==> config.mk <==
export PLATFORM = sky130hd
export DESIGN_NAME = pkt_policer
export DESIGN_NICKNAME = d
export VERILOG_FILES = /design/src/rtl/policer_pkg.sv /design/src/rtl/policer_tick.sv /design/src/rtl/policer_bucket.sv /design/src/rtl/policer_classify.sv /design/src/rtl/pkt_policer.sv
export SDC_FILE = /design/constraint.sdc
export NUM_CORES = 1
export LEC_CHECK = 0
export BUFFER_PORTS_ARGS = -buffer_cell sky130_fd_sc_hd__buf_2
export CAP_MARGIN = 15
export CORE_ASPECT_RATIO = 1.2
export CORE_MARGIN = 10
export CORE_UTILIZATION = 25
export CTS_BUF_LIST = sky130_fd_sc_hd__clkbuf_16
export DETAILED_ROUTE_END_ITERATION = 7
export HOLD_SLACK_MARGIN = 0.1
export PLACE_DENSITY = 0.46
export SLEW_MARGIN = 20
export SYNTH_ARGS = -nofsm -noshare
export SYNTH_HDL_FRONTEND = slang
export SYNTH_SLANG_ARGS = --single-unit
==> constraint.sdc <==
create_clock -name clk -period 11.3 [get_ports clk]
set_input_delay 1.13 -clock clk [delete_from_list [all_inputs] [get_ports clk]]
set_output_delay 1.13 -clock clk [all_outputs]
set_load 0.01 [all_outputs]
==> src/rtl/policer_pkg.sv <==
package policer_pkg;
  localparam int TOK_W   = 40;  // token width, 8 fractional bits
  localparam int LEN_W   = 16;
  localparam int EXP_MAX = 22;
  localparam int ADJ_MAX = 24;

  typedef enum logic [1:0] {
    CLR_GREEN  = 2'd0,
    CLR_YELLOW = 2'd1,
    CLR_RED    = 2'd2
  } pcolor_t;

  // (1 + m/256) * 2^e in 1/256 units; pair 24/0 means zero
  function automatic logic [TOK_W-1:0] fp_tokens(input logic [4:0] e, input logic [7:0] m);
    logic [4:0] ee;
    if (e == 5'd24 && m == 8'd0) return '0;
    ee = (e > 5'(EXP_MAX)) ? 5'(EXP_MAX) : e;
    return TOK_W'({1'b0, m} + 9'd256) << ee;
  endfunction

  function automatic logic [TOK_W-1:0] pkt_cost(input logic mode, input logic [LEN_W-1:0] len,
                                                 input logic [4:0] ae, input logic [8:0] am);
    logic signed [47:0] base, adj, sum;
    logic [4:0] ee;
    ee   = (ae > 5'(ADJ_MAX)) ? 5'(ADJ_MAX) : ae;
    base = mode ? 48'sd0 : $signed({24'd0, len, 8'd0});
    adj  = $signed({39'd0, am}) - 48'sd256;
    adj  = adj <<< ee;
    sum  = base + adj;
    if (sum < 48'sd1) return TOK_W'(1);
    return TOK_W'(sum);
  endfunction
endpackage

==> src/rtl/policer_tick.sv <==
module policer_tick #(
  parameter int TICK_CYCLES = 500,
  parameter int DIV_W       = 4
) (
  input  logic             clk,
  input  logic             rst_n,
  input  logic [DIV_W-1:0] div,
  output logic             refill_o
);
  localparam int CW  = $clog2(TICK_CYCLES + 1);
  localparam int DCW = 1 << DIV_W;

  logic [CW-1:0]  base_q;
  logic [DCW-1:0] div_q;
  logic [DCW-1:0] mask;
  logic           base_wrap;

  assign base_wrap = (base_q == CW'(TICK_CYCLES - 1));
  assign mask      = (DCW'(1) << div) - DCW'(1);
  assign refill_o  = base_wrap && (div_q >= mask);

  always_ff @(posedge clk) begin
    if (!rst_n) begin
      base_q <= '0;
      div_q  <= '0;
    end else begin
      base_q <= base_wrap ? '0 : base_q + CW'(1);
      if (base_wrap) div_q <= (div_q >= mask) ? '0 : div_q + DCW'(1);
    end
  end
endmodule

==> src/rtl/policer_bucket.sv <==
module policer_bucket #(
  parameter int TW = 40
) (
  input  logic          clk,
  input  logic          rst_n,
  input  logic [TW-1:0] cap,
  input  logic [TW-1:0] rate,
  input  logic [TW-1:0] cost,
  input  logic          refill,
  input  logic          debit,
  output logic [TW-1:0] level
);
  logic [TW-1:0] sum;

  assign sum = level - (debit ? cost : '0) + (refill ? rate : '0);

  always_ff @(posedge clk) begin
    if (!rst_n) level <= cap;
    else        level <= (sum > cap) ? cap : sum;
  end
endmodule

==> src/rtl/policer_classify.sv <==
module policer_classify
  import policer_pkg::*;
#(
  parameter int TW = 40
) (
  input  logic [TW-1:0] c_level,
  input  logic [TW-1:0] p_level,
  input  logic [TW-1:0] cost,
  input  logic          peak_on,
  output pcolor_t       color,
  output logic          c_debit,
  output logic          p_debit
);
  always_comb begin
    c_debit = 1'b0;
    p_debit = 1'b0;
    color   = CLR_RED;
    if (peak_on) begin
      if (p_level >= cost) begin
        p_debit = 1'b1;
        if (c_level >= cost) begin
          c_debit = 1'b1;
          color   = CLR_GREEN;
        end else begin
          color   = CLR_YELLOW;
        end
      end
    end else if (c_level >= cost) begin
      c_debit = 1'b1;
      color   = CLR_GREEN;
    end
  end
endmodule

==> src/rtl/pkt_policer.sv <==
module pkt_policer
  import policer_pkg::*;
#(
  parameter int TICK_CYCLES = 500,
  parameter int DIV_W       = 4
) (
  input  logic             clk,
  input  logic             rst_n,
  input  logic [4:0]       cir_exp,
  input  logic [7:0]       cir_man,
  input  logic [4:0]       cbs_exp,
  input  logic [7:0]       cbs_man,
  input  logic [4:0]       pir_exp,
  input  logic [7:0]       pir_man,
  input  logic [4:0]       pbs_exp,
  input  logic [7:0]       pbs_man,
  input  logic [DIV_W-1:0] tick_div,
  input  logic             pkt_mode,
  input  logic [4:0]       adj_exp,
  input  logic [8:0]       adj_man,
  input  logic             drop_green,
  input  logic             drop_yellow,
  input  logic             drop_red,
  input  logic             req_valid,
  input  logic [LEN_W-1:0] req_len,
  output logic             rsp_valid,
  output logic [1:0]       rsp_color,
  output logic             rsp_drop
);
  localparam int TW = TOK_W;

  logic [TW-1:0] c_level, p_level, cost;
  logic          refill, peak_on;
  logic          c_debit, p_debit;
  pcolor_t       color;
  logic          drop_sel;

  assign cost    = pkt_cost(pkt_mode, req_len, adj_exp, adj_man);
  assign peak_on = !(pbs_exp == 5'd24 && pbs_man == 8'd0);

  policer_tick #(.TICK_CYCLES(TICK_CYCLES), .DIV_W(DIV_W)) u_tick (
    .clk(clk), .rst_n(rst_n), .div(tick_div), .refill_o(refill));

  policer_classify #(.TW(TW)) u_cls (
    .c_level(c_level), .p_level(p_level), .cost(cost), .peak_on(peak_on),
    .color(color), .c_debit(c_debit), .p_debit(p_debit));

  policer_bucket #(.TW(TW)) u_cbkt (
    .clk(clk), .rst_n(rst_n),
    .cap(fp_tokens(cbs_exp, cbs_man)), .rate(fp_tokens(cir_exp, cir_man)),
    .cost(cost), .refill(refill), .debit(req_valid && c_debit), .level(c_level));

  policer_bucket #(.TW(TW)) u_pbkt (
    .clk(clk), .rst_n(rst_n),
    .cap(fp_tokens(pbs_exp, pbs_man)), .rate(fp_tokens(pir_exp, pir_man)),
    .cost(cost), .refill(refill), .debit(req_valid && p_debit), .level(p_level));

  always_comb begin
    case (color)
      CLR_GREEN:  drop_sel = drop_green;
      CLR_YELLOW: drop_sel = drop_yellow;
      default:    drop_sel = drop_red;
    endcase
  end

  always_ff @(posedge clk) begin
    if (!rst_n) begin
      rsp_valid <= 1'b0;
      rsp_color <= 2'd0;
      rsp_drop  <= 1'b0;
    end else begin
      rsp_valid <= req_valid;
      if (req_valid) begin
        rsp_color <= color;
        rsp_drop  <= drop_sel;
      end
    end
  end
endmodule

==> flow_summary.toml <==
[outcome]
status = "complete, but fails checks"
violations = "setup timing"

[timing]
clock-skew-final_ns = 0.00839
tightestPinTransition_ns = 0.911
setup_viol = 44
rsz0062_at_grt = "yes"
max_freq_mhz = 85.2
drv_slew = 0
whs_ns = 0.442
setup_slack_ns = -0.433
hold_viol_final = 0
relSlewSlack_pct = 38.4
finalCritPeriodShare_pct = 104
fin_crit_ns = 11.73

[placement]
dp_slack_ns = -1.48
dpl_cell_area_mm2 = 0.0251
port_buffers = 96
dp_hpwl_um = 64200
gp_congestion = 0.904

[cells_and_area]
fin_area_mm2 = 0.0271
fin_nets = 3710
diodes = 0
drive_above_1_share_pct = 27.6
areaGrowthSynthToFinish_pct = 37.2

[floorplan]
die_x_um = 276
die_h_um = 328
core_area_mm2 = 0.0781
io_pins = 97
initial_core_util_pct = 25.3
fp.dieArea_mm2 = 0.0906
std_cell_rows = 112

[global_routing]
grt_pass1_wl_um = 114000
grt_use_total_pct = 15.9
grt_max_degree = 49
first_global_vias = 20300
antenna_found_initial = 0
overflow = 0

[synth]
synth_largest_area_cell = "ha_1"
synthArstFlopShare_pct = 0
syn_inst = 2678
ys_seq_area_share_pct = 11.1
yosysWarnings = 0
postSynthAreaPerCell_um2 = 7.37
syn-cell-area_mm2 = 0.0197
ys_seq_elements = 109
ys_types = 87
synthFlopType = "dfxtp_1"
synth_top_area_share_pct = 17.4
synth_edf_count = 0
synth_area_leaders = "ha_1 (17%), dfxtp_1 (11%), fa_1 (8.0%), inv_1 (5.9%), a21oi_1 (5.0%)"

[critical_path]
critPathRequiredTime_ns = 11.60
critPathKind = "in -> reg"
cp.arrival_ns = 12.04
path_common_cell = "buf_6"
end_kind = "register"
r2r_cells = 33
rrSetupSlack_ns = 2.98
rr_endpoint = "u_cbkt.level[20]"
critical_path.max_fanout = 5
cp_slowest_cell = "fa_1"
max_stage_delay_ns = 0.57
startpoint_type = "primary input"
regToRegStartpoint = "u_tick.div_q[0]"

[cts]
clock_latency_ns = 0.40
cts_tree = "yes"
numCtsBuffers = 9
clk_pin_slew_ns = 0.09
root_buffer = "clkbuf_16"
ctsLongestPathBuffers = 2
cts_htree_levels = 3
cts_sinks = 109
cts_hold_buf = 0

[power]
clockPowerShare_pct = 4.8
switchingPower_mw = 3.68
power.leakage_nw = 12.8
cellInternalPower_mw = 4.03
p_seq_share_pct = 8.1
p_sw_share_pct = 47.7
power.density_mw_per_mm2 = 285
ir_worst_vdd_v = 0.000115
combPwrFrac_pct = 87.1

[routing]
antenna_left = 0
drt-vias-per-instance = 4.75
wl_per_cell_um = 17.6
wl_um = 75800
via_count = 20400
drc = 0
first_pass_iters = 5
initialDrtViolationCount = 1133

[min_path]
min-delay-start = "u_tick.base_q[0]"
hold_end = "u_tick.base_q[0]"
hold_path.class = "reg -> reg"
whs_path_depth = 1

[job]
maxCapViolCount = 0
kinds of logic after synthesis:
group                      Yosys count  synth area share [%]
buffers and inverters              409                  7.92
muxes                              108                  5.90
xor gates and xnor gates           122                  5.49
adders and majority gates          354                  25.4
and+or+nand+nor                    874                  21.2
DFF                                109                  11.1
other                                2                0.0381
AOI/OAI and AO/OA                  700                  22.9
layer usage:
layer,up-vias,share of wire (%),track usage (%)
met5,-,0,0
met4,0,4.4,6.73
met3,114,2.2,1.30
met2,339,49,28.5
met1,9460,44,19.2
li1,10500,-,-
repair_timing:
item                                   in CTS  in global routing
pin swaps                                  26                108
cloned                                      0                  9
endpoints found under the hold margin       0                  0
buffers inserted                           11                 33
gates resized for setup                    59                186
setup endpoints to repair                  80                 80
final cells by class:
| cell class | count | area (um2) |
|---|---|---|
| fill | 8417 | 51000 |
| sequential | 109 | 2180 |
| clock buffer | 9 | 225 |
| tap | 1026 | 1280 |
| clock inverter | 7 | 85.1 |
| multi-input combinational | 2207 | 17400 |
| timing repair buffer | 624 | 4770 |
| inverter | 312 | 1170 |
placed cells by master (no fill, tap or decap), types with 67 or more instances in the layout:
master,n
a21o_1,89
a21oi_1,170
buf_2,93
buf_4,494
dfxtp_1,109
fa_1,76
ha_1,255
inv_1,305
nand2_1,227
nor2_1,240
o21ai_0,116
xnor2_1,67
sequential cells by signal, summed over array words and instances (netlist names):
signal         count
u_cbkt.level      40
u_pbkt.level      40
u_tick.div_q      16
u_tick.base_q      9
rsp_color          2
rsp_drop           1
rsp_valid          1
power groups by stage:
stage / Combinational, mW / Clock [mW] / Sequential [mW]
CTS: 6.11 / 0.378 / 0.625
detailed placement: 5.96 / 0 / 0.631
floorplan: 3.70 / 0 / 0.566
global route: 7.51 / 0.384 / 0.637
finish: 6.72 / 0.370 / 0.626
global placement: 5.97 / 0 / 0.635
worst max path at each step:
stage / slack (ns) / to / cells after the start / startpoint
after CTS: -0.42 / u_cbkt.level[38] / 54 / adj_exp[3]
after global placement: -1.49 / u_cbkt.level[38] / 57 / adj_exp[3]
after floorplan: 0.02 / u_cbkt.level[20] / 50 / adj_exp[3]
after detailed placement: -1.48 / u_cbkt.level[38] / 57 / adj_exp[3]
final: -0.43 / u_cbkt.level[20] / 53 / adj_exp[0]
after global routing: -0.90 / u_cbkt.level[20] / 56 / adj_exp[4]
Yosys cell counts, drive strengths merged, types with 51 or more instances:
library cell  number
nor2b             59
a21oi            198
xnor2             74
nand2b            51
dfxtp            109
nor2             254
fa                79
ha               275
inv              312
nand3             70
a21o              90
nand2            231
o21ai            147
clkbuf            75
mux2i             74
stage by stage:
| step | TNS [ns] | power (mW) | cells | util [%] |
|---|---|---|---|---|
| final | -12.75 | 7.71 | 4294 | 34.7 |
| after global routing | -48.12 | 8.53 | 4294 | 34.7 |
| after CTS | -20.84 | 7.11 | 4254 | 33.0 |
| after detailed placement | -88.96 | 6.59 | 4227 | 32.2 |
| after global placement | -94.30 | 6.61 | 4227 | 32.2 |
| after floorplan | 0 | 4.26 | 2725 | - |
critical path, delay by kind of cell:
| family | cells | cell delay (ns) |
|---|---|---|
| compound gates | 23 | 4.46 |
| simple gates | 14 | 3.01 |
| fa+ha+maj | 5 | 1.70 |
| buf+inv | 7 | 0.85 |
| mux | 2 | 0.51 |
| xor+xnor | 2 | 0.37 |
(Power assumes the default switching activity.)
